## config.mk

```make
export PLATFORM = sky130hd
export DESIGN_NAME = tmr_regif
export DESIGN_NICKNAME = d
export VERILOG_FILES = /design/src/rtl/tmr_reg_pkg.sv /design/src/rtl/tmr_xfer.sv /design/src/rtl/tmr_ctl.sv /design/src/rtl/tmr_regif.sv
export SDC_FILE = /design/constraint.sdc
export NUM_CORES = 1
export LEC_CHECK = 0
export ABC_CLOCK_PERIOD_IN_PS = 3900
export BUFFER_PORTS_ARGS = -buffer_cell sky130_fd_sc_hd__buf_2
export CORE_AREA = 2 2 97 99
export CTS_BUF_LIST = sky130_fd_sc_hd__clkbuf_16
export DETAILED_ROUTE_END_ITERATION = 8
export DIE_AREA = 0 0 99 101
export PLACE_DENSITY = 0.76
export SLEW_MARGIN = 20
export SYNTH_ARGS = -nofsm -noshare
export SYNTH_HDL_FRONTEND = slang
export SYNTH_HIERARCHICAL = 1
export SYNTH_SLANG_ARGS = --single-unit
```

## constraint.sdc

```tcl
create_clock -name clk -period 3.9 [get_ports clk]
set_clock_uncertainty 0.1 [all_clocks]
set_input_delay 0.195 -clock clk [delete_from_list [all_inputs] [get_ports clk]]
set_output_delay 0.195 -clock clk [all_outputs]
set_load 0.01 [all_outputs]
```

## src/rtl/tmr_reg_pkg.sv

```systemverilog
package tmr_reg_pkg;
  localparam int ADDR_W = 3;
  localparam logic [ADDR_W-1:0] A_STAT = 3'd0;
  localparam logic [ADDR_W-1:0] A_CLR  = 3'd1;
  localparam logic [ADDR_W-1:0] A_CTRL = 3'd2;
  localparam logic [ADDR_W-1:0] A_CFG  = 3'd3;
  localparam logic [ADDR_W-1:0] A_ARR  = 3'd4;
  localparam logic [ADDR_W-1:0] A_CMP  = 3'd5;
  localparam logic [ADDR_W-1:0] A_CNT  = 3'd6;
  localparam int NCH = 2;     // channel 0 = compare, channel 1 = reload
  localparam int CH_CMP = 0;
  localparam int CH_ARR = 1;
endpackage

```

## src/rtl/tmr_xfer.sv

```systemverilog
module tmr_xfer #(
  parameter int W = 16,
  parameter int SYNC = 2,
  parameter logic [W-1:0] RST_VAL = '0
) (
  input  logic         clk,
  input  logic         rst_n,
  input  logic         load_i,
  input  logic [W-1:0] data_i,
  input  logic         clr_i,
  output logic [W-1:0] val_o,
  output logic         busy_o,
  output logic         done_o
);
  logic [W-1:0]    stage_q;
  logic [SYNC-1:0] pipe_q;

  always_ff @(posedge clk or negedge rst_n) begin
    if (!rst_n) begin
      stage_q <= '0;
      pipe_q  <= '0;
      val_o   <= RST_VAL;
      done_o  <= 1'b0;
    end else begin
      if (load_i) stage_q <= data_i;
      pipe_q <= (pipe_q << 1) | SYNC'(load_i);
      if (pipe_q[SYNC-1]) begin
        val_o  <= stage_q;
        done_o <= 1'b1;
      end else if (clr_i) begin
        done_o <= 1'b0;
      end
    end
  end

  assign busy_o = |pipe_q;

  assert_flag_sticky_R6: assert property (@(posedge clk) disable iff (!rst_n)
    (done_o && !clr_i) |=> done_o);
  assert_val_only_on_land_R5: assert property (@(posedge clk) disable iff (!rst_n)
    !busy_o |=> $stable(val_o));
endmodule

```

## src/rtl/tmr_ctl.sv

```systemverilog
module tmr_ctl #(
  parameter int PRE_W = 3,
  localparam int CFG_W = 4 + PRE_W
) (
  input  logic             clk,
  input  logic             rst_n,
  input  logic             wr_ctrl_i,
  input  logic             wr_cfg_i,
  input  logic [CFG_W-1:0] wdata_i,
  output logic             en_o,
  output logic             run_o,
  output logic [CFG_W-1:0] cfg_o
);
  always_ff @(posedge clk or negedge rst_n) begin
    if (!rst_n) begin
      en_o  <= 1'b0;
      run_o <= 1'b0;
      cfg_o <= '0;
    end else begin
      if (wr_ctrl_i) begin
        if (!wdata_i[0]) begin
          en_o  <= 1'b0;
          run_o <= 1'b0;
        end else begin
          en_o <= 1'b1;
          if (wdata_i[1] && en_o) run_o <= 1'b1;
        end
      end
      if (wr_cfg_i && !en_o) cfg_o <= wdata_i;
    end
  end

  assert_run_needs_en_R7: assert property (@(posedge clk) disable iff (!rst_n)
    run_o |-> en_o);
  assert_cfg_locked_R3: assert property (@(posedge clk) disable iff (!rst_n)
    en_o |=> $stable(cfg_o));
  assert_off_stops_R8: assert property (@(posedge clk) disable iff (!rst_n)
    (wr_ctrl_i && !wdata_i[0]) |=> (!en_o && !run_o));
endmodule

```

## src/rtl/tmr_regif.sv

```systemverilog
module tmr_regif
  import tmr_reg_pkg::*;
#(
  parameter int DATA_W = 32,
  parameter int CNT_W = 16,
  parameter int PRE_W = 3,
  parameter int SYNC = 2
) (
  input  logic              clk,
  input  logic              rst_n,
  input  logic              req_valid,
  output logic              req_ready,
  input  logic              req_write,
  input  logic [ADDR_W-1:0] req_addr,
  input  logic [DATA_W-1:0] req_wdata,
  output logic              rsp_valid,
  output logic [DATA_W-1:0] rsp_rdata,
  input  logic [CNT_W-1:0]  cnt_i,
  output logic              tmr_en_o,
  output logic              tmr_run_o,
  output logic              enc_mode_o,
  output logic              cnt_mode_o,
  output logic [1:0]        pol_o,
  output logic [PRE_W-1:0]  presc_o,
  output logic [CNT_W-1:0]  arr_o,
  output logic [CNT_W-1:0]  cmp_o,
  output logic [NCH-1:0]    stat_o
);
  localparam int CFG_W = 4 + PRE_W;
  localparam logic [ADDR_W-1:0] CH_ADDR [NCH] = '{A_CMP, A_ARR};

  logic acc, wr, rd;
  logic [CFG_W-1:0] cfg;
  logic [NCH-1:0] busy;
  logic [CNT_W-1:0] val [NCH];
  logic [DATA_W-1:0] rd_mux;

  assign acc = req_valid && req_ready;
  assign wr  = acc && req_write;
  assign rd  = acc && !req_write;
  assign req_ready = ~|busy;

  tmr_ctl #(.PRE_W(PRE_W)) u_ctl (
    .clk(clk), .rst_n(rst_n),
    .wr_ctrl_i(wr && req_addr == A_CTRL),
    .wr_cfg_i(wr && req_addr == A_CFG),
    .wdata_i(req_wdata[CFG_W-1:0]),
    .en_o(tmr_en_o), .run_o(tmr_run_o), .cfg_o(cfg)
  );

  for (genvar k = 0; k < NCH; k++) begin : g_ch
    tmr_xfer #(
      .W(CNT_W), .SYNC(SYNC),
      .RST_VAL(k == CH_ARR ? {CNT_W{1'b1}} : {CNT_W{1'b0}})
    ) u_xfer (
      .clk(clk), .rst_n(rst_n),
      .load_i(wr && tmr_en_o && req_addr == CH_ADDR[k]),
      .data_i(req_wdata[CNT_W-1:0]),
      .clr_i(wr && req_addr == A_CLR && req_wdata[k]),
      .val_o(val[k]), .busy_o(busy[k]), .done_o(stat_o[k])
    );
  end

  assign cmp_o = val[CH_CMP];
  assign arr_o = val[CH_ARR];
  assign enc_mode_o = cfg[0];
  assign cnt_mode_o = cfg[1];
  assign pol_o      = cfg[3:2];
  assign presc_o    = cfg[CFG_W-1:4];

  always_comb begin
    case (req_addr)
      A_STAT:  rd_mux = DATA_W'(stat_o);
      A_CTRL:  rd_mux = DATA_W'({tmr_run_o, tmr_en_o});
      A_CFG:   rd_mux = DATA_W'(cfg);
      A_ARR:   rd_mux = DATA_W'(arr_o);
      A_CMP:   rd_mux = DATA_W'(cmp_o);
      A_CNT:   rd_mux = DATA_W'(cnt_i);
      default: rd_mux = '0;
    endcase
  end

  always_ff @(posedge clk or negedge rst_n) begin
    if (!rst_n) begin
      rsp_valid <= 1'b0;
      rsp_rdata <= '0;
    end else begin
      rsp_valid <= rd;
      if (rd) rsp_rdata <= rd_mux;
    end
  end

  assert_drop_arr_disabled_R4: assert property (@(posedge clk) disable iff (!rst_n)
    (wr && req_addr == A_ARR && !tmr_en_o) |=> !busy[CH_ARR]);
  assert_drop_cmp_disabled_R4: assert property (@(posedge clk) disable iff (!rst_n)
    (wr && req_addr == A_CMP && !tmr_en_o) |=> !busy[CH_CMP]);
  assert_stall_on_load_R10: assert property (@(posedge clk) disable iff (!rst_n)
    (wr && tmr_en_o && (req_addr == A_ARR || req_addr == A_CMP)) |=> !req_ready);
  assert_read_resp_R10: assert property (@(posedge clk) disable iff (!rst_n)
    rd |=> rsp_valid);
  assert_one_busy_R10: assert property (@(posedge clk) disable iff (!rst_n)
    $onehot0(busy));
endmodule

```

==> insert_results.sql <==
INSERT INTO impl_metrics (metric_group, metric, value, unit) VALUES
('die', 'die_y', '101', 'microns'),
('critical_path', 'critPathBufInv', '1', ''),
('logic_synthesis', 'synth-async-reset-ratio', '100.0', '%'),
('sta', 'fin_setup_tns', '0', 'ps'),
('grt', 'track_usage', '20.12', '%'),
('logic_synthesis', 'yosysSeqAreaShare', '53.23', '%'),
('pwr', 'power.internal', '0.001853', 'W'),
('pwr', 'vdd.ir_drop.worst', '0.0002747', 'V'),
('critical_path', 'timing.critical_path.from_type', 'flip-flop', ''),
('die', 'floorplan.core_area', '8977', 'sq um'),
('final_layout', 'antenna_cells', '0', ''),
('final_layout', 'nFillCells', '706', ''),
('critical_path', 'cp_cell_sequence', 'or2_1 > and4bb_2 > nand3b_1 > nor2_1 > nor2b_1 > buf_4 > mux2_4', ''),
('sta', 'timing.final.crit_share', '61.54', '%'),
('logic_synthesis', 'synth_edf_count', '0', ''),
('placement', 'routabilityCongestion', '0.7925', ''),
('pwr', 'power_switching_share', '25.36', '%'),
('logic_synthesis', 'synth_area_per_cell', '14.36', 'sq um'),
('route', 'drt-total-wl', '9752', 'microns'),
('critical_path', 'cp_max_fo', '4', ''),
('logic_synthesis', 'synthCells', '317', ''),
('die', 'rows', '35', ''),
('route', 'detail_route.vias_per_cell', '5.380', ''),
('critical_path', 'end_kind', 'flip-flop', ''),
('pwr', 'power_frac_seq', '49.3', '%'),
('route', 'remaining_drc_errors', '0', ''),
('cts', 'post-cts-setup-buffers', '0', ''),
('sta', 'tightest_slew', '992.4', 'ps'),
('pwr', 'share_comb_of_total_power', '16.3', '%'),
('critical_path', 'critical-path-top-delay-family', 'simple AND/OR/NAND/NOR gates', ''),
('grt', 'first_pass_grt_wire_length', '15240', 'microns'),
('route', 'drtIter0Drc', '141', ''),
('placement', 'place.port_buffers', '99', ''),
('pwr', 'net-switching-power', '0.0006297', 'W'),
('placement', 'hpwlAfterDp', '6597', 'microns'),
('final_layout', 'nNetsFinal', '471', ''),
('die', 'fp.dieArea', '9999', 'sq um'),
('hold_path', 'worstHoldPathType', 'in2reg', ''),
('logic_synthesis', 'yosysWarningCount', '6', ''),
('grt', 'antenna_violations_before_repair', '0', ''),
('sta', 'timing.slew.headroom', '33.70', '%'),
('critical_path', 'cpMaxStageDelayCell', 'nor2b_1', ''),
('sta', 'fmax', '416.7', 'MHz'),
('critical_path', 'worstPathArrival', '2510', 'ps'),
('sta', 'rsz0062_at_grt', 'no', ''),
('logic_synthesis', 'yosysTopAreaCellShare', '43.99', '%'),
('grt', 'grt_start_max_net_pins', '65', ''),
('cts', 'clk_root_buffer_cell', 'clkbuf_16', ''),
('logic_synthesis', 'synth_ff_type', 'dfrtp_1', ''),
('pwr', 'p_clk_share', '34.4', '%'),
('pwr', 'power.static_leakage', '2.721', 'nW'),
('final_layout', 'area_growth_syn_to_layout', '16.99', '%'),
('grt', 'overflow', '0', ''),
('cts', 'cts_tree', 'done', ''),
('die', 'floorplan.initialDensity', '50.69', '%'),
('route', 'final_antenna_net_count', '0', ''),
('cts', 'ctsResizeCount', '0', ''),
('cts', 'cts_hold_buf', '5', ''),
('logic_synthesis', 'post-synth-top-area-cell', 'dfrtp_1', ''),
('route', 'first_drt_pass_iteration_count', '4', ''),
('sta', 'hold_viol_final', '0', ''),
('pwr', 'power-per-cell-area', '466.4', 'nW/um^2'),
('cts', 'clk_pin_slew', '70', 'ps'),
('final_layout', 'layout.cells.non_filler', '532', ''),
('grt', 'first_global_vias', '2925', ''),
('route', 'dr_total_vias', '2862', ''),
('route', 'detail_route.wl_per_cell', '18.33', 'microns'),
('status', 'run_status', 'completed', ''),
('sta', 'setup_viol_count_final', '0', ''),
('critical_path', 'critical_path_class', 'reg2reg', ''),
('logic_synthesis', 'netlist-cell-type-count', '39', '');
==> cell type report <==
type                       count  area, sq um  area share [%]
sequential                    96         2422           45.50
multi-input combinational    191         1834           34.45
timing repair buffer         113        618.1           11.61
clock buffer                   9        225.2           4.230
tap                          111        138.9           2.609
clock inverter                 7        65.06           1.222
inverter                       5        20.02          0.3760
==> worst register-to-register path: cells and delay by family, from the launching register on <==
family,cells,cell delay [ps]
multiplexers,1,310
AND/OR/NAND/NOR,5,1250
flip-flops,1,370
buffers and inverters,1,260
==> cells by family (layout without fill, tap and decap cells) <==
group                  count (synthesis)  in the layout  share of synthesized area, %
flip-flops                            96             96                         53.23
multiplexers                          90             90                         25.57
buffers and inverters                 45            134                         7.864
AND/OR/NAND/NOR                       44             44                         6.516
AO/OA/AOI/OAI                         40             40                         6.544
other                                  1             16                       0.08241
XOR/XNOR                               1              1                        0.1925
==> final timing paths <==
path	startpoint	cells after the start	to	slack, ps
worst min register to register	g_ch[0].u_xfer/pipe_q[0]	0	g_ch[0].u_xfer/pipe_q[1]	270
worst max-delay path	g_ch[0].u_xfer/pipe_q[1]	7	u_ctl/cfg_o[6]	1500
worst min-delay path	req_wdata[9]	2	g_ch[0].u_xfer/stage_q[9]	10
worst max register to register	g_ch[0].u_xfer/pipe_q[1]	7	u_ctl/cfg_o[6]	1500
max in group asynchronous	rst_n	3	g_ch[1].u_xfer/val_o[4]	2360
min in group asynchronous	rst_n	2	rsp_rdata[14]	390
==> layer usage <==
metal  global-route usage, %  wire [microns]
met1                   27.06            4422
met2                   32.54            4722
met3                   3.398             415
met4                   8.430             192
met5                       0               0
==> registers in the layout, summed over array words and instances (netlist names) <==
signal	flops
rsp_valid	1
u_ctl/en_o	1
g_ch.u_xfer/done_o	2
u_ctl/cfg_o	7
rsp_rdata	16
g_ch.u_xfer/val_o	32
u_ctl/run_o	1
g_ch.u_xfer/stage_q	32
g_ch.u_xfer/pipe_q	4
==> power by group through the flow <==
stage	registers [W]	clock network, W	logic, W
finish	0.00122	0.000854	0.000406
global route	0.00124	0.000918	0.000440
CTS	0.00122	0.000870	0.000408
detailed placement	0.00124	0	0.000402
global placement	0.00123	0	0.000391
floorplan	0.00125	0	0.000245
==> stage by stage <==
stage	hold WS, ps	setup WS, ps	total power [W]	util, %	instance area [sq um]
floorplan	-200.6	1619	0.001491	-	4607
finish	9.669	1500	0.002483	59.30	5324
global placement	218.9	1574	0.001623	55.40	4974
detailed placement	228.5	1519	0.001642	55.40	4974
CTS	3.266	1519	0.002503	59.19	5314
global route	9.600	1374	0.002599	59.30	5324
==> placed cells by master (no fill, tap or decap), types with 2 or more instances in the layout <==
master,netlist,final
buf_2,8,98
dfrtp_1,80,80
mux2_4,43,43
mux2_2,37,37
conb_1,1,16
dfstp_2,16,16
and3b_1,10,10
nor2_1,10,9
mux2i_1,9,9
o2bb2ai_1,9,9
a22o_1,9,9
a21oi_1,9,9
clkbuf_16,0,9
buf_4,16,9
inv_1,4,6
dlygate4sd3_1,0,6
o21ai_0,5,5
nor2b_1,3,3
nand2_1,2,2
nand3b_1,2,2
nor3b_1,2,2
a31oi_1,2,2
a22oi_1,2,2
nor4b_1,2,2
and4b_1,2,2
nor3_1,3,2
a211oi_2,2,2
clkinvlp_4,0,2
a21o_2,2,2
or2_1,2,2
==> synthesized netlist by cell type (all sizes together) (2+ instances only) <==
cell type	instances
mux2	81
dfrtp	80
buf	35
dfstp	16
and3b	10
nor2	10
a21oi	9
a22o	9
mux2i	9
o2bb2ai	9
clkbuf	5
o21ai	5
inv	4
nor2b	3
nor3	3
a211oi	2
a21o	2
a22oi	2
a31oi	2
and4b	2
nand2	2
nand3b	2
nor3b	2
nor4b	2
or2	2
Power figures use the tool's default switching activity.
